`src/rtl/sram_ctrl_pkg.sv`:
```
package sram_ctrl_pkg;

  typedef enum logic [2:0] {
    ST_IDLE     = 3'd0,
    ST_READ     = 3'd1,
    ST_WR_SETUP = 3'd2,
    ST_WR_PULSE = 3'd3,
    ST_RECOVER  = 3'd4
  } sram_st_e;

  // ceiling of ns / clk_ns, never below one cycle
  function automatic int ns2cyc(input int ns, input int clk_ns);
    int c;
    c = (ns + clk_ns - 1) / clk_ns;
    return (c < 1) ? 1 : c;
  endfunction

  function automatic int max2(input int a, input int b);
    return (a > b) ? a : b;
  endfunction

endpackage

```
`src/rtl/sram_ctrl_seq.sv`:
```
module sram_ctrl_seq
  import sram_ctrl_pkg::*;
#(
  parameter int RD_CYC       = 2,
  parameter int WR_SETUP_CYC = 1,
  parameter int WP_CYC       = 1,
  parameter int TURN_CYC     = 1,
  parameter int CNT_W        = 3
) (
  input  logic     clk_i,
  input  logic     rst_ni,
  input  logic     start_i,
  input  logic     start_we_i,
  output sram_st_e state_o,
  output logic     last_o,
  output logic     wr_hold_o
);

  localparam logic [CNT_W-1:0] RD_LD   = CNT_W'(RD_CYC - 1);
  localparam logic [CNT_W-1:0] WS_LD   = CNT_W'(WR_SETUP_CYC - 1);
  localparam logic [CNT_W-1:0] WP_LD   = CNT_W'(WP_CYC - 1);
  localparam logic [CNT_W-1:0] TURN_LD = CNT_W'(TURN_CYC - 1);

  sram_st_e         state_q, state_d;
  logic [CNT_W-1:0] cnt_q, cnt_d;
  logic             hold_q;
  logic             last;

  assign last = (cnt_q == '0);

  always_comb begin
    state_d = state_q;
    cnt_d   = last ? cnt_q : cnt_q - 1'b1;
    unique case (state_q)
      ST_IDLE: if (start_i) begin
        state_d = start_we_i ? ST_WR_SETUP : ST_READ;
        cnt_d   = start_we_i ? WS_LD : RD_LD;
      end
      ST_READ: if (last) begin
        state_d = ST_RECOVER;
        cnt_d   = TURN_LD;
      end
      ST_WR_SETUP: if (last) begin
        state_d = ST_WR_PULSE;
        cnt_d   = WP_LD;
      end
      ST_WR_PULSE: if (last) begin
        state_d = ST_RECOVER;
        cnt_d   = TURN_LD;
      end
      ST_RECOVER: if (last) state_d = ST_IDLE;
      default: begin
        state_d = ST_IDLE;
        cnt_d   = '0;
      end
    endcase
  end

  always_ff @(posedge clk_i or negedge rst_ni) begin
    if (!rst_ni) begin
      state_q <= ST_IDLE;
      cnt_q   <= '0;
      hold_q  <= 1'b0;
    end else begin
      state_q <= state_d;
      cnt_q   <= cnt_d;
      // data hold: one cycle past the end of the write pulse
      hold_q  <= (state_q == ST_WR_PULSE) && last;
    end
  end

  assign state_o   = state_q;
  assign last_o    = last;
  assign wr_hold_o = hold_q;


  wr_pulse_follows_setup_chk: assert property (@(posedge clk_i) disable iff (!rst_ni)
    (state_q == ST_WR_PULSE) |-> ($past(state_q) inside {ST_WR_SETUP, ST_WR_PULSE}));

endmodule

```
`src/rtl/sram_ctrl_pins.sv`:
```
module sram_ctrl_pins
  import sram_ctrl_pkg::*;
#(
  parameter int ADDR_W = 17,
  parameter int DATA_W = 8
) (
  input  logic              clk_i,
  input  logic              rst_ni,
  input  sram_st_e          state_i,
  input  logic              wr_hold_i,
  input  logic [ADDR_W-1:0] addr_i,
  input  logic [DATA_W-1:0] wdata_i,
  output logic [ADDR_W-1:0] mem_addr_o,
  output logic [DATA_W-1:0] mem_dq_o,
  output logic              mem_dq_oe_o,
  output logic              mem_ce1_no,
  output logic              mem_ce2_o,
  output logic              mem_oe_no,
  output logic              mem_we_no
);

  logic sel;

  assign sel         = state_i inside {ST_READ, ST_WR_SETUP, ST_WR_PULSE};
  assign mem_ce1_no  = !sel;
  assign mem_ce2_o   = sel;
  // output enable stays high for the whole write: no bus turnaround inside the pulse
  assign mem_oe_no   = (state_i != ST_READ);
  assign mem_we_no   = (state_i != ST_WR_PULSE);
  assign mem_dq_oe_o = (state_i == ST_WR_SETUP) || (state_i == ST_WR_PULSE) || wr_hold_i;
  assign mem_dq_o    = wdata_i;
  assign mem_addr_o  = addr_i;


  we_sel_chk: assert property (@(posedge clk_i) disable iff (!rst_ni)
    !mem_we_no |-> (!mem_ce1_no && mem_ce2_o && mem_dq_oe_o));


  addr_stable_chk: assert property (@(posedge clk_i) disable iff (!rst_ni)
    !$stable(mem_addr_o) |-> (mem_we_no && $past(mem_we_no)));


  no_contend_chk: assert property (@(posedge clk_i) disable iff (!rst_ni)
    !(mem_dq_oe_o && !mem_oe_no));


  hold_after_we_chk: assert property (@(posedge clk_i) disable iff (!rst_ni)
    $rose(mem_we_no) |-> (mem_dq_oe_o && $stable(mem_dq_o)));

endmodule

```
`src/rtl/sram_ctrl_rdcap.sv`:
```
module sram_ctrl_rdcap #(
  parameter int DATA_W = 8
) (
  input  logic              clk_i,
  input  logic              rst_ni,
  input  logic              cap_i,
  input  logic [DATA_W-1:0] dq_i,
  output logic              valid_o,
  output logic [DATA_W-1:0] rdata_o
);

  always_ff @(posedge clk_i or negedge rst_ni) begin
    if (!rst_ni) begin
      valid_o <= 1'b0;
      rdata_o <= '0;
    end else begin
      valid_o <= cap_i;
      if (cap_i) rdata_o <= dq_i;
    end
  end


  rsp_pulse_chk: assert property (@(posedge clk_i) disable iff (!rst_ni)
    valid_o |=> !valid_o);

endmodule

```
`src/rtl/sram_ctrl.sv`:
```
module sram_ctrl
  import sram_ctrl_pkg::*;
#(
  parameter int ADDR_W       = 17,
  parameter int DATA_W       = 8,
  parameter int CLK_NS       = 10,
  parameter int T_RC_NS      = 12,
  parameter int T_WP_NS      = 9,
  parameter int T_DW_NS      = 7,
  parameter int WR_SETUP_CYC = 1,
  parameter int TURN_CYC     = 1
) (
  input  logic              clk_i,
  input  logic              rst_ni,
  input  logic              req_valid_i,
  output logic              req_ready_o,
  input  logic              req_we_i,
  input  logic [ADDR_W-1:0] req_addr_i,
  input  logic [DATA_W-1:0] req_wdata_i,
  output logic              rsp_valid_o,
  output logic [DATA_W-1:0] rsp_rdata_o,
  output logic [ADDR_W-1:0] mem_addr_o,
  output logic [DATA_W-1:0] mem_dq_o,
  output logic              mem_dq_oe_o,
  input  logic [DATA_W-1:0] mem_dq_i,
  output logic              mem_ce1_no,
  output logic              mem_ce2_o,
  output logic              mem_oe_no,
  output logic              mem_we_no
);

  localparam int RD_CYC  = ns2cyc(T_RC_NS, CLK_NS);
  localparam int WP_CYC  = max2(ns2cyc(T_WP_NS, CLK_NS), ns2cyc(T_DW_NS, CLK_NS));
  localparam int MAX_CYC = max2(max2(RD_CYC, WP_CYC), max2(WR_SETUP_CYC, TURN_CYC));
  localparam int CNT_W   = $clog2(MAX_CYC + 1);

  sram_st_e          state;
  logic              last, wr_hold, accept;
  logic [ADDR_W-1:0] addr_q;
  logic [DATA_W-1:0] wdata_q;

  assign req_ready_o = (state == ST_IDLE);
  assign accept      = req_valid_i && req_ready_o;

  always_ff @(posedge clk_i or negedge rst_ni) begin
    if (!rst_ni) begin
      addr_q  <= '0;
      wdata_q <= '0;
    end else if (accept) begin
      addr_q  <= req_addr_i;
      wdata_q <= req_wdata_i;
    end
  end

  sram_ctrl_seq #(
    .RD_CYC      (RD_CYC),
    .WR_SETUP_CYC(WR_SETUP_CYC),
    .WP_CYC      (WP_CYC),
    .TURN_CYC    (TURN_CYC),
    .CNT_W       (CNT_W)
  ) u_seq (
    .clk_i     (clk_i),
    .rst_ni    (rst_ni),
    .start_i   (accept),
    .start_we_i(req_we_i),
    .state_o   (state),
    .last_o    (last),
    .wr_hold_o (wr_hold)
  );

  sram_ctrl_pins #(
    .ADDR_W(ADDR_W),
    .DATA_W(DATA_W)
  ) u_pins (
    .clk_i      (clk_i),
    .rst_ni     (rst_ni),
    .state_i    (state),
    .wr_hold_i  (wr_hold),
    .addr_i     (addr_q),
    .wdata_i    (wdata_q),
    .mem_addr_o (mem_addr_o),
    .mem_dq_o   (mem_dq_o),
    .mem_dq_oe_o(mem_dq_oe_o),
    .mem_ce1_no (mem_ce1_no),
    .mem_ce2_o  (mem_ce2_o),
    .mem_oe_no  (mem_oe_no),
    .mem_we_no  (mem_we_no)
  );

  sram_ctrl_rdcap #(
    .DATA_W(DATA_W)
  ) u_rdcap (
    .clk_i  (clk_i),
    .rst_ni (rst_ni),
    .cap_i  ((state == ST_READ) && last),
    .dq_i   (mem_dq_i),
    .valid_o(rsp_valid_o),
    .rdata_o(rsp_rdata_o)
  );


  idle_pins_chk: assert property (@(posedge clk_i) disable iff (!rst_ni)
    req_ready_o |-> (mem_ce1_no && !mem_ce2_o && mem_we_no && mem_oe_no && !mem_dq_oe_o));


  busy_after_accept_chk: assert property (@(posedge clk_i) disable iff (!rst_ni)
    (req_valid_i && req_ready_o) |=> !req_ready_o);


  addr_held_busy_chk: assert property (@(posedge clk_i) disable iff (!rst_ni)
    (!req_ready_o && !$past(req_ready_o)) |-> ($stable(mem_addr_o) && $stable(mem_dq_o)));

endmodule

```
`config.mk`:
```
export PLATFORM = sky130hd
export DESIGN_NAME = sram_ctrl
export DESIGN_NICKNAME = d
export VERILOG_FILES = /design/src/rtl/sram_ctrl_pkg.sv /design/src/rtl/sram_ctrl_seq.sv /design/src/rtl/sram_ctrl_pins.sv /design/src/rtl/sram_ctrl_rdcap.sv /design/src/rtl/sram_ctrl.sv
export SDC_FILE = /design/constraint.sdc
export NUM_CORES = 1
export LEC_CHECK = 0
export BUFFER_PORTS_ARGS = -buffer_cell sky130_fd_sc_hd__buf_2
export CAP_MARGIN = 0
export CORE_UTILIZATION = 35
export DETAILED_ROUTE_END_ITERATION = 8
export GPL_TIMING_DRIVEN = 0
export SYNTH_ARGS = -nofsm -noshare
export SYNTH_HDL_FRONTEND = slang
export SYNTH_HIERARCHICAL = 1
export SYNTH_SLANG_ARGS = --single-unit
```
`constraint.sdc`:
```
create_clock -name clk_i -period 2.31 [get_ports clk_i]
set_clock_uncertainty 0.1 [all_clocks]
set_input_delay 0.231 -clock clk_i [delete_from_list [all_inputs] [get_ports clk_i]]
set_output_delay 0.231 -clock clk_i [all_outputs]
set_load 0.01 [all_outputs]
```
# Yosys cells after proc, flatten, opt, wreduce, memory -nomap -nowiden
# Cells that the tools add are included.
dict set report word_totals {
  register_bits 40
  output_inout_bits 40
  word_cells 41
}
dict set report classes {
  add_sub_neg 1
  eq_ne 10
  n_mux 11
  reduce_logical 12
}
# operator n
set ops {}
lappend ops {{3-bit 2-to-1 mux} 4}
lappend ops {{3-bit case mux with 4 select lines} 1}
lappend ops {{2-bit 2-to-1 mux} 4}
lappend ops {{3-bit by 2-bit equality test with 1-bit output (second input constant)} 2}
lappend ops {{2-bit case mux with 3 select lines} 1}
lappend ops {{2-bit by 1-bit inequality test with 1-bit output (second input constant)} 2}
lappend ops {{2-bit inequality test (second input constant)} 2}
lappend ops {{4-bit AND reduction} 1}
lappend ops {{3-bit by 1-bit equality test with 1-bit output (second input constant)} 1}
lappend ops {{3-bit equality test (second input constant)} 1}
lappend ops {{1-bit logical AND} 3}
lappend ops {{3-bit logical NOT} 1}
lappend ops {{3-bit by 1-bit inequality test with 1-bit output (second input constant)} 1}
lappend ops {{3-bit by 2-bit inequality test with 1-bit output (second input constant)} 1}
lappend ops {{3-bit nonzero test} 1}
lappend ops {{3-bit OR reduction} 1}
lappend ops {{2-bit logical NOT} 1}
lappend ops {{1-bit logical OR} 2}
lappend ops {{2-bit OR reduction} 1}
lappend ops {{2-bit by 1-bit subtractor with 2-bit output (second input constant)} 1}
lappend ops {{1-bit logical NOT} 1}
lappend ops {{1-bit 2-to-1 mux} 1}

# Longest topological paths before layout
# Gate-level depths: netlist (run 1).
dict set report logic_depth {
  depth_word 4
  ltp_mapped 5
}

# Hierarchy
# Netlist (run 1), hierarchy kept.
# module n_inst cells_per_inst area_per_inst_um2
set by_module_without_submodules {}
lappend by_module_without_submodules {sram_ctrl 1 56 967.2}
lappend by_module_without_submodules {sram_ctrl_rdcap 1 18 356.6}
lappend by_module_without_submodules {sram_ctrl_seq 1 26 277.8}
lappend by_module_without_submodules {sram_ctrl_pins 1 32 224.0}

# Worst setup path before layout (run 1)
# OpenSTA, ideal clock, no wires.
dict set report synth_timing {
  path_type {reg-to-reg}
  from {register u_seq.state_q[0] (netlist: u_seq/state_o[0])}
  to {register u_seq.state_q[0] (netlist: u_seq/state_o[0])}
  t_arrival_ps 1660
  t_required_ps 2115
  slack_ps 456
  path_stages_with_launch 6
  n_path_buf 1
  synth_period_minus_slack_ps 1854
  cell_sequence {dfrtp_1 > nor4b_4 > buf_6 > nor3b_1 > a211oi_1 > a211oi_1}
}
dict set report synth_between {
  elab_chain_len 4
  word_cells_on_any_way 13
  cone_classes {eq/ne (8); mux (1); reduce/logical (4)}
}
# item line
set synth_lines {}
lappend synth_lines {{start: declaration} sram_ctrl_seq.sv:24} ;# sram_st_e state_q, state_d;
lappend synth_lines {{start signal: assignment} sram_ctrl_seq.sv:65} ;# state_q <= state_d;
lappend synth_lines {{3-bit logical NOT} sram_ctrl.sv:42} ;# assign req_ready_o = (state == ST_IDLE);
lappend synth_lines {{1-bit logical AND} sram_ctrl.sv:43} ;# assign accept = req_valid_i && req_ready_o;
lappend synth_lines {{named net accept} sram_ctrl.sv:38} ;# logic last, wr_hold, accept;
lappend synth_lines {{2-bit by 1-bit inequality test with 1-bit output (no source line)} -}
lappend synth_lines {{4-bit AND reduction (no source line)} -}
# The timed path passes the listed nets, and every way through them passes these cells.
# A chain may end at the register's enable or synchronous reset.

# Worst setup path after layout (run 1)
dict set report layout_timing {
  from {register u_seq.state_q[2] (netlist: u_seq/state_o[2])}
  to {register wdata_q[6]}
}
dict set report layout_between {
  elab_chain_len 2
}
# item line
set layout_lines {}
lappend layout_lines {{3-bit logical NOT} sram_ctrl.sv:42}
lappend layout_lines {{1-bit logical AND} sram_ctrl.sv:43}
lappend layout_lines {{end signal: assignment} sram_ctrl.sv:51} ;# wdata_q <= req_wdata_i;
lappend layout_lines {{end: declaration} sram_ctrl.sv:40} ;# logic [DATA_W-1:0] wdata_q;
# No other way between the ends.

==> results of run 1 <==
[flip-flops by register name, summed over array words and instances, names as in the netlist]
| name | cells |
|---|---|
| addr_q | 17 |
| u_rdcap/rdata_o | 8 |
| u_rdcap/valid_o | 1 |
| u_seq/cnt_q | 2 |
| u_seq/state_o | 3 |
| u_seq/wr_hold_o | 1 |
| wdata_q | 8 |
[logic make-up after synthesis]
| group | after synthesis | synth area share |
|---|---|---|
| multiplexers | 33 | 0.220 |
| AO/OA/AOI/OAI | 10 | 0.0391 |
| flip-flops | 40 | 0.548 |
| AND/OR/NAND/NOR | 18 | 0.0651 |
| buffers and inverters | 31 | 0.127 |
[cell type report]
| type | count | area [um^2] | area share |
|---|---|---|---|
| Tap cell | 67 | 83.8 | 0.0347 |
| Multi-Input combinational cell | 61 | 592 | 0.245 |
| Clock inverter | 2 | 35.0 | 0.0145 |
| Clock buffer | 6 | 72.6 | 0.0301 |
| Sequential cell | 40 | 1000 | 0.415 |
| Inverter | 3 | 11.3 | 0.00466 |
| Timing Repair Buffer | 78 | 398 | 0.165 |
| Buffer | 28 | 221 | 0.0917 |
[worst min-delay path by stage]
stage,from,end,slack [ns],cells past startpoint
6_report,req_addr_i[7],addr_q[7]$_DFFE_PN0P_,0.07,2
5_1_grt,mem_dq_i[3],u_rdcap/rdata_o[3]$_DFFE_PN0P_,0.05,2
4_1_cts,req_addr_i[7],addr_q[7]$_DFFE_PN0P_,0.06,2
3_5_place_dp,rst_ni,addr_q[16]$_DFFE_PN0P_,0.31,1
3_3_place_gp,rst_ni,addr_q[12]$_DFFE_PN0P_,0.31,1
2_1_floorplan,rst_ni,addr_q[0]$_DFFE_PN0P_,-0.16,0
[power groups by stage]
stage / logic (W) / registers [W] / clock network (W)
2_1_floorplan: 0.00122 / 0.00128 / 0
3_3_place_gp: 0.00172 / 0.00128 / 0
3_5_place_dp: 0.00173 / 0.00129 / 0
4_1_cts: 0.00173 / 0.00128 / 0.000580
5_1_grt: 0.00188 / 0.00133 / 0.000611
6_report: 0.00171 / 0.00128 / 0.000552
[cell usage in the layout, fill, tap and decap left out]
cell type,Yosys,layout
dlygate4sd3_1,0,1
o22ai_1,2,2
o21ai_0,2,2
a32oi_1,1,1
mux2_4,8,8
buf_4,25,26
buf_6,3,3
nor3b_1,2,2
dfrtp_1,40,40
o2111a_1,1,1
nand2b_1,1,1
nor4b_4,1,1
inv_2,1,1
nor4b_1,1,1
bufinv_16,0,1
clkbuf_1,0,1
nor2_1,4,4
buf_2,0,76
nand2_1,2,2
inv_1,2,2
or2_2,1,1
a31oi_1,1,1
nand3b_1,1,1
mux2_2,25,25
nor3_1,2,2
or3b_1,1,1
clkbuf_8,0,5
a21o_1,1,1
nand3_1,2,2
clkinv_2,0,1
a211oi_1,2,2
[stage by stage]
stage	hold WS [ns]	total power, W	area (um^2)	instances
floorplan	-0.165	0.00250	1830	132
global placement	0.313	0.00300	2290	275
detailed placement	0.312	0.00302	2290	275
CTS	0.0555	0.00359	2410	284
global route	0.0501	0.00382	2410	285
finish	0.0678	0.00354	2410	285
[repair_timing]
item	in CTS	in global routing
hold buffers	1	0
setup endpoints to repair	0	2
buffers inserted	0	1
hold endpoints to repair	33	0
[metal layers]
layer / wire length (um) / share of wire
met1: 1400 / 0.45
met2: 1420 / 0.46
met3: 222 / 0.071
met4: 61 / 0.020
met5: 0 / 0
==> flow_metrics.env, run 1 <==
export IMPL_ff2ff_setup_slack_ns=0.49
export IMPL_cp_startpoint="u_seq/state_o[2]$_DFFE_PN0P_"
export IMPL_setup_ws_ns=0.487
export IMPL_crit_end="wdata_q[6]$_DFFE_PN0P_"
export IMPL_synth_edf_count=0
export IMPL_pwr_share_clk=0.156
export IMPL_cp_arrival_ns=1.90
export IMPL_fin_crit_ns=1.82
export IMPL_fillerInstances=461
export IMPL_synth_seq_cells=40
export IMPL_setup_tns_final_ns=0
export IMPL_finalSetupViolCount=0
export IMPL_synth_avg_cell_area_um2=13.8
export IMPL_crit_type="flip-flop to flip-flop"
export IMPL_cts_sinks=40
export IMPL_netlist_instances=132
export IMPL_hold_path_class="primary input to flip-flop"
export IMPL_hold_viol_final=0
export IMPL_p_per_area_nw_per_um2=1470
export IMPL_synth_area_leader_cell="dfrtp_1"
export IMPL_drv_cap=0
export IMPL_busiest_layer="met2"
export IMPL_clkLatencyLatePin_ns=0.29
export IMPL_internal_power_w=0.00242
export IMPL_routed_wl_mm=3.11
export IMPL_drt_first_pass_iters=4
export IMPL_portBuffers=76
export IMPL_crit_family="flip-flops"
export IMPL_start_util=0.374
export IMPL_critPathMaxStageDelay_ns=0.55
export IMPL_dp_hpwl_mm=2.21
export IMPL_min_period_over_period=0.789
export IMPL_sequentialPowerShare=0.361
export IMPL_leakage_nw=1.20
export IMPL_cts_resized_gates=0
export IMPL_dieArea_um2=5510
export IMPL_place_ws_ns=0.144
export IMPL_ys_types=25
export IMPL_num_vias=1253
export IMPL_synth_fp_nets=169
export IMPL_slew_headroom=0.411
export IMPL_ys_top_cells_by_count="40 x dfrtp_1, 25 x buf_4, 25 x mux2_2"
export IMPL_critPathLaunchType="flip-flop"
export IMPL_r2r_start="u_seq/state_o[2]$_DFFE_PN0P_"
export IMPL_grt_max_degree=41
export IMPL_fin_nets=254
export IMPL_cts_buffer_depth=2
export IMPL_rsz0062_at_grt="no"
export IMPL_cp_num_buf_inv=2
export IMPL_wl_per_cell_um=10.9
export IMPL_drc_errors=0
export IMPL_ys_flop_type="dfrtp_1"
export IMPL_grt_pass1_wl_mm=5.01
export IMPL_yosys_area_top_type_share=0.548
export IMPL_yosysWarnings=6
export IMPL_die_y_um=74.2
export IMPL_yosysMostFrequentCell="dfrtp_1"
export IMPL_p_sw_frac=0.317
export IMPL_endpoint_kind="flip-flop"
export IMPL_antenna_cells=0
export IMPL_cp_required_ns=2.38
export IMPL_irDropWorstVdd_mv=0.601
export IMPL_synthToLayoutAreaGrowth_pct=32.3
export IMPL_status="finished clean"
export IMPL_post_route_util=0.495
export IMPL_clk_pin_slew_ns=0.08
export IMPL_grt_overflow_total=0
export IMPL_final_antenna_net_count=0
export IMPL_rows=25
export IMPL_synthesis_area_um2=1830
export IMPL_grt_usage=0.124
export IMPL_crit_fanout=13
export IMPL_switchingPower_w=0.00112
export IMPL_met2_usage=0.196
export IMPL_die_w_um=74.2
export IMPL_core_area_um2=4880
export IMPL_io_pins=77
export IMPL_cp_depth=4
export IMPL_ff2ff_path_depth=4
export IMPL_cts_tree="built"
export IMPL_async_flop_share=1.00
export IMPL_viasPerCell=4.40
export IMPL_fmax_ghz=0.549
export IMPL_cts_root_buffer="clkbuf_8"
export IMPL_cts_made_buffers=5
export IMPL_h_tree_depth=2
export IMPL_drt_initial_drc_count=36
export IMPL_ys_seq_area_frac=0.548
export IMPL_layout_drive_gt1_share=0.679
export IMPL_synth_area_leaders="dfrtp_1 55%, mux2_2 15%, buf_4 10%, mux2_4 6.6%, buf_6 1.9%"
export IMPL_gp_congestion=0.682
export IMPL_grtUsageMet3=0.0474
export IMPL_r2r_end="wdata_q[6]$_DFFE_PN0P_"
export IMPL_grt_pass1_vias=1124
export IMPL_finalMaxSlewViolations=0
export IMPL_antenna_found_initial=0
export IMPL_grtUsageMet1=0.150
export IMPL_crit_slowest_cell="dfrtp_1"
export IMPL_tightestPinTransition_ns=0.883
export IMPL_path_cells="nor4b_4, buf_4, buf_6, mux2_2"
export IMPL_combPwrFrac=0.483
Power figures use the tool's default switching activity.
==> inputs of run 2 (changes only) <==
==> constraint.sdc (replaced) <==
create_clock -name clk_i -period 1.6 [get_ports clk_i]
set_clock_uncertainty 0.1 [all_clocks]
set_input_delay 0.16 -clock clk_i [delete_from_list [all_inputs] [get_ports clk_i]]
set_output_delay 0.16 -clock clk_i [all_outputs]
set_load 0.01 [all_outputs]
==> run 2 against run 1 <==
Against the previous run: the run now ends with setup timing left; combinational power is 78% higher; design area is 10% higher; sequential cell count stayed put; die area stayed put; critical path type unchanged; largest power group unchanged; highest routed layer unchanged.
==> flow_metrics.env, run 2 (synthesized netlist as in run 1, its figures left out) <==
export IMPL_regMostFlops="addr_q"
export IMPL_crit_type="flip-flop to flip-flop"
export IMPL_hold_path_class="primary input to flip-flop"
export IMPL_largest_register_ffs=17
export IMPL_finalMaxSlewViolations=0
export IMPL_wl_per_cell_um=11.8
export IMPL_cp_required_ns=1.66
export IMPL_tightestPinTransition_ns=0.889
export IMPL_antenna_found_initial=0
export IMPL_crit_fanout=10
export IMPL_grt_overflow_total=0
export IMPL_drc_errors=0
export IMPL_endpoint_kind="flip-flop"
export IMPL_grt_pass1_vias=1257
export IMPL_finalSetupViolCount=17
export IMPL_h_tree_depth=2
export IMPL_die_w_um=74.2
export IMPL_setup_ws_ns=-0.0703
export IMPL_grt_max_degree=41
export IMPL_drt_first_pass_iters=4
export IMPL_leakage_nw=1.33
export IMPL_clk_pin_slew_ns=0.07
export IMPL_fillerInstances=449
export IMPL_layout_common_cells="77 x buf_2, 36 x dfrtp_1, 35 x buf_4, 17 x mux2_4, 16 x mux2_2"
export IMPL_largest_registers="addr_q: 17 flops, u_rdcap/rdata_o: 8 flops, wdata_q: 8 flops"
export IMPL_portBuffers=76
export IMPL_cp_arrival_ns=1.73
export IMPL_synthToLayoutAreaGrowth_pct=45.7
export IMPL_violations="setup timing"
export IMPL_fin_nets=273
export IMPL_setup_tns_final_ns=-0.854
export IMPL_fin_crit_ns=1.67
export IMPL_routed_wl_mm=3.60
export IMPL_final_antenna_net_count=0
export IMPL_gp_congestion=0.731
export IMPL_fmax_ghz=0.599
export IMPL_slew_headroom=0.407
export IMPL_start_util=0.374
export IMPL_antenna_cells=0
export IMPL_rows=25
export IMPL_p_per_area_nw_per_um2=2060
export IMPL_drt_initial_drc_count=19
export IMPL_cts_buffer_depth=2
export IMPL_place_ws_ns=-0.395
export IMPL_cts_sinks=40
export IMPL_die_y_um=74.2
export IMPL_cts_root_buffer="clkbuf_8"
export IMPL_rsz0062_at_grt="yes"
export IMPL_hold_viol_final=0
export IMPL_drv_cap=0
export IMPL_dieArea_um2=5510
export IMPL_num_vias=1319
export IMPL_cts_made_buffers=5
export IMPL_viasPerCell=4.34
export IMPL_core_area_um2=4880
export IMPL_dp_hpwl_mm=2.32
export IMPL_critPathLaunchType="flip-flop"
export IMPL_grt_pass1_wl_mm=5.50
export IMPL_io_pins=77
export IMPL_irDropWorstVdd_mv=0.888
export IMPL_cts_tree="built"
export IMPL_clkLatencyLatePin_ns=0.28
export IMPL_layout_drive_gt1_share=0.713
export IMPL_min_period_over_period=1.04
export IMPL_grt_usage=0.132
export IMPL_status="finished, violations left"
export IMPL_final_common_cell="buf_2"
[run 2: cell count changes in the layout (fill, tap and decap cells not counted), moves of 2 or more]
cell | previous run | this run
buf_4 | 26 | 35
dfrtp_1 | 40 | 36
dfrtp_2 | 0 | 4
dlygate4sd3_1 | 1 | 8
mux2_2 | 25 | 16
mux2_4 | 8 | 17
nor3_1 | 2 | 0
[run 2: per-stage QoR]
stage	util	power [W]	hold WS (ns)	cell area (um^2)	std cells
CTS	0.527	0.00534	0.000896	2570	300
detailed placement	0.475	0.00444	0.252	2320	275
global route	0.545	0.00588	0.00394	2660	304
global placement	0.475	0.00442	0.244	2320	275
floorplan	-	0.00367	-0.236	1850	132
finish	0.545	0.00548	0.0137	2660	304
[run 2: layout make-up]
type | count | area [um^2] | area share
flip-flops and latches | 40 | 1010 | 0.378
repair buffers | 97 | 563 | 0.212
clock buffers | 8 | 90.1 | 0.0339
inverters | 3 | 11.3 | 0.00423
multi-input cells | 61 | 672 | 0.253
plain buffers | 28 | 234 | 0.0880
well taps | 67 | 83.8 | 0.0315
[run 2: critical path, cell delays in order, from the launching register on]
cell,delay (ns)
dfrtp_2,0.42
nor4b_4,0.29
buf_4,0.17
buf_4,0.12
buf_12,0.13
mux2_2,0.33
[run 2: repair_timing]
item | in CTS | in global routing
resized for setup | 4 | 15
endpoints found under the hold margin | 47 | 0
setup endpoints to repair | 37 | 32
setup buffers | 8 | 4
pin swaps | 1 | 5
cloned | 1 | 0
hold buffers | 8 | 0
[run 2: path summary, 6_finish.rpt]
check,start,end,slack [ns],cells past startpoint
min in group asynchronous,rst_ni,addr_q[10]$_DFFE_PN0P_,0.45,2
worst max-delay path,u_seq/state_o[2]$_DFFE_PN0P_,wdata_q[6]$_DFFE_PN0P_,-0.07,5
worst min-delay path,req_wdata_i[5],wdata_q[5]$_DFFE_PN0P_,0.01,2
worst min register to register,addr_q[13]$_DFFE_PN0P_,addr_q[13]$_DFFE_PN0P_,0.41,1
max in group asynchronous,rst_ni,u_seq/state_o[0]$_DFFE_PN0P_,0.34,2
worst max register to register,u_seq/state_o[2]$_DFFE_PN0P_,wdata_q[6]$_DFFE_PN0P_,-0.07,5
[run 2: where the power goes]
part / leakage (nW) / internal [W] / switching (W)
clock: 0.0455 / 0.000352 / 0.000313
combinational: 0.808 / 0.00187 / 0.00118
sequential: 0.475 / 0.00151 / 0.000256
total: 1.33 / 0.00373 / 0.00175
[run 2: routing by layer]
metal,vias to the layer above,routed length (um),share of wire,track usage
met5,-,0,0,0
met1,645,1590,0.44,0.154
met4,0,23,0.0064,0.0629
li1,641,-,-,-
met3,2,125,0.035,0.0312
met2,31,1860,0.52,0.229
==> inputs of run 3 (changes only) <==
--- a/config.mk
+++ b/config.mk
@@ -9,7 +9,8 @@
 export CAP_MARGIN = 0
 export CORE_UTILIZATION = 35
 export DETAILED_ROUTE_END_ITERATION = 8
-export GPL_TIMING_DRIVEN = 0
+export GPL_TIMING_DRIVEN = 1
+export SLEW_MARGIN = 25
 export SYNTH_ARGS = -nofsm -noshare
 export SYNTH_HDL_FRONTEND = slang
 export SYNTH_HIERARCHICAL = 1
==> run 3 against run 2 <==
Against the previous run: the run now ends clean; global-route usage decreased by 0.64 points; largest cell class unchanged; utilization decreased by 2.3 points; combinational power decreased by 22%; design area decreased by 4.3%; final cell count decreased by 4.6%.
==> flow_metrics.env, run 3 (synthesized netlist as in run 1, its figures left out) <==
export IMPL_gp_congestion=0.765
export IMPL_final_common_cell="buf_2"
export IMPL_die_w_um=74.2
export IMPL_crit_type="flip-flop to flip-flop"
export IMPL_start_util=0.374
export IMPL_fin_crit_ns=1.57
export IMPL_die_y_um=74.2
export IMPL_viasPerCell=4.42
export IMPL_io_pins=77
export IMPL_portBuffers=76
export IMPL_antenna_cells=0
export IMPL_wl_per_cell_um=12.0
export IMPL_ff2ff_setup_slack_ns=0.03
export IMPL_fin_nets=259
export IMPL_dp_hpwl_mm=2.35
export IMPL_cts_root_buffer="clkbuf_8"
export IMPL_grt_pass1_wl_mm=5.24
export IMPL_cts_buffer_depth=2
export IMPL_drc_errors=0
export IMPL_regMostFlops="addr_q"
export IMPL_routed_wl_mm=3.48
export IMPL_cts_setup_buffers=0
export IMPL_rows=25
export IMPL_layout_drive_gt1_share=0.610
export IMPL_core_area_um2=4880
export IMPL_cp_required_ns=1.67
export IMPL_largest_registers="addr_q: 17 flops, u_rdcap/rdata_o: 8 flops, wdata_q: 8 flops"
export IMPL_r2r_start="u_seq/state_o[1]$_DFFE_PN0P_"
export IMPL_final_antenna_net_count=0
export IMPL_min_period_over_period=0.981
export IMPL_drt_initial_drc_count=43
export IMPL_h_tree_depth=2
export IMPL_hold_viol_final=0
export IMPL_synthToLayoutAreaGrowth_pct=39.5
export IMPL_cts_made_buffers=5
export IMPL_slew_headroom=0.784
export IMPL_status="finished clean"
export IMPL_r2r_end="wdata_q[3]$_DFFE_PN0P_"
export IMPL_cts_tree="built"
export IMPL_grt_pass1_vias=1158
export IMPL_cp_startpoint="u_seq/state_o[1]$_DFFE_PN0P_"
export IMPL_crit_fanout=25
export IMPL_p_per_area_nw_per_um2=1890
export IMPL_dp_cells=259
export IMPL_tightestPinTransition_ns=0.323
export IMPL_num_vias=1282
export IMPL_drt_first_pass_iters=3
export IMPL_cp_arrival_ns=1.64
export IMPL_layout_common_cells="76 x buf_2, 38 x dfrtp_1, 23 x dlygate4sd3_1, 21 x mux2_2, 12 x mux2_4"
export IMPL_critPathLaunchType="flip-flop"
export IMPL_rsz0062_at_grt="yes"
export IMPL_p_total_w=0.00480
export IMPL_setup_ws_ns=0.0310
export IMPL_dieArea_um2=5510
export IMPL_irDropWorstVdd_mv=0.824
export IMPL_drv_cap=0
export IMPL_ff2ff_path_depth=3
export IMPL_crit_end="wdata_q[3]$_DFFE_PN0P_"
export IMPL_finalSetupViolCount=0
export IMPL_hold_path_class="primary input to flip-flop"
export IMPL_grt_max_degree=26
export IMPL_cts_sinks=40
export IMPL_leakage_nw=1.23
export IMPL_endpoint_kind="flip-flop"
export IMPL_grt_overflow_total=0
export IMPL_grt_usage=0.126
export IMPL_largest_register_ffs=17
export IMPL_place_ws_ns=0.0294
export IMPL_finalMaxSlewViolations=0
export IMPL_clkLatencyLatePin_ns=0.28
export IMPL_antenna_found_initial=0
export IMPL_clk_pin_slew_ns=0.07
export IMPL_stdcell_count=290
export IMPL_fmax_ghz=0.637
## run 3: timing repair
item | 4_1_cts | 5_1_grt
cloned | 0 | 0
hold endpoints to repair | 35 | 8
pin swaps | 0 | 2
gates resized for setup | 1 | 4
hold buffers | 15 | 8
setup endpoints to repair | 1 | 31
## run 3: critical path: stages, from the launching register on
cell and delay [ns]:
dfrtp_2 0.42, nor4b_4 0.35, buf_12 0.23, mux2_2 0.35
## run 3: layer usage
metal  wire, um  vias to the layer above  share of wire  global-route usage
met3        139                        6          0.040              0.0366
met4         54                        0          0.016              0.0503
met5          0                        -              0                   0
met2       1850                       32           0.53               0.203
li1           -                      612              -                   -
met1       1430                      632           0.41               0.160
## run 3: final cells by class
type                    instances  area [um^2]
clock buffers                   8         90.1
fillers                       447         2330
inverters                       3         11.3
multi-input cells              61          637
well taps                      67         83.8
flip-flops and latches         40         1000
repair buffers                111          721
## run 3: where the power goes
part	total (W)	switching (W)	internal, W
Sequential	0.00174	0.000235	0.00151
Clock	0.000670	0.000319	0.000352
Combinational	0.00239	0.00105	0.00134
Total	0.00480	0.00161	0.00319
## run 3: how the worst min path moves through the flow
stage	from	end	slack (ns)	depth (start not counted)
after detailed placement	rst_ni	u_seq/cnt_q[1]$_DFF_PN0_	-0.009	1
after global placement	rst_ni	u_seq/state_o[0]$_DFFE_PN0P_	-0.02	1
final	req_addr_i[7]	addr_q[7]$_DFFE_PN0P_	0.008	2
after CTS	req_addr_i[16]	addr_q[16]$_DFFE_PN0P_	0.0003	2
after global routing	mem_dq_i[1]	u_rdcap/rdata_o[1]$_DFFE_PN0P_	0.0008	2
after floorplan	rst_ni	addr_q[0]$_DFFE_PN0P_	-0.24	0
## run 3: metrics by stage
stage / hold WS, ns / instance area (um^2) / util / TNS (ns)
4_1_cts: 0.000278 / 2450 / 0.502 / 0
5_1_grt: 0.000841 / 2550 / 0.522 / -0.812
3_3_place_gp: -0.0174 / 2200 / 0.452 / 0
2_1_floorplan: -0.236 / 1850 / - / -2.98
3_5_place_dp: -0.00916 / 2200 / 0.452 / 0
6_report: 0.00763 / 2550 / 0.522 / 0
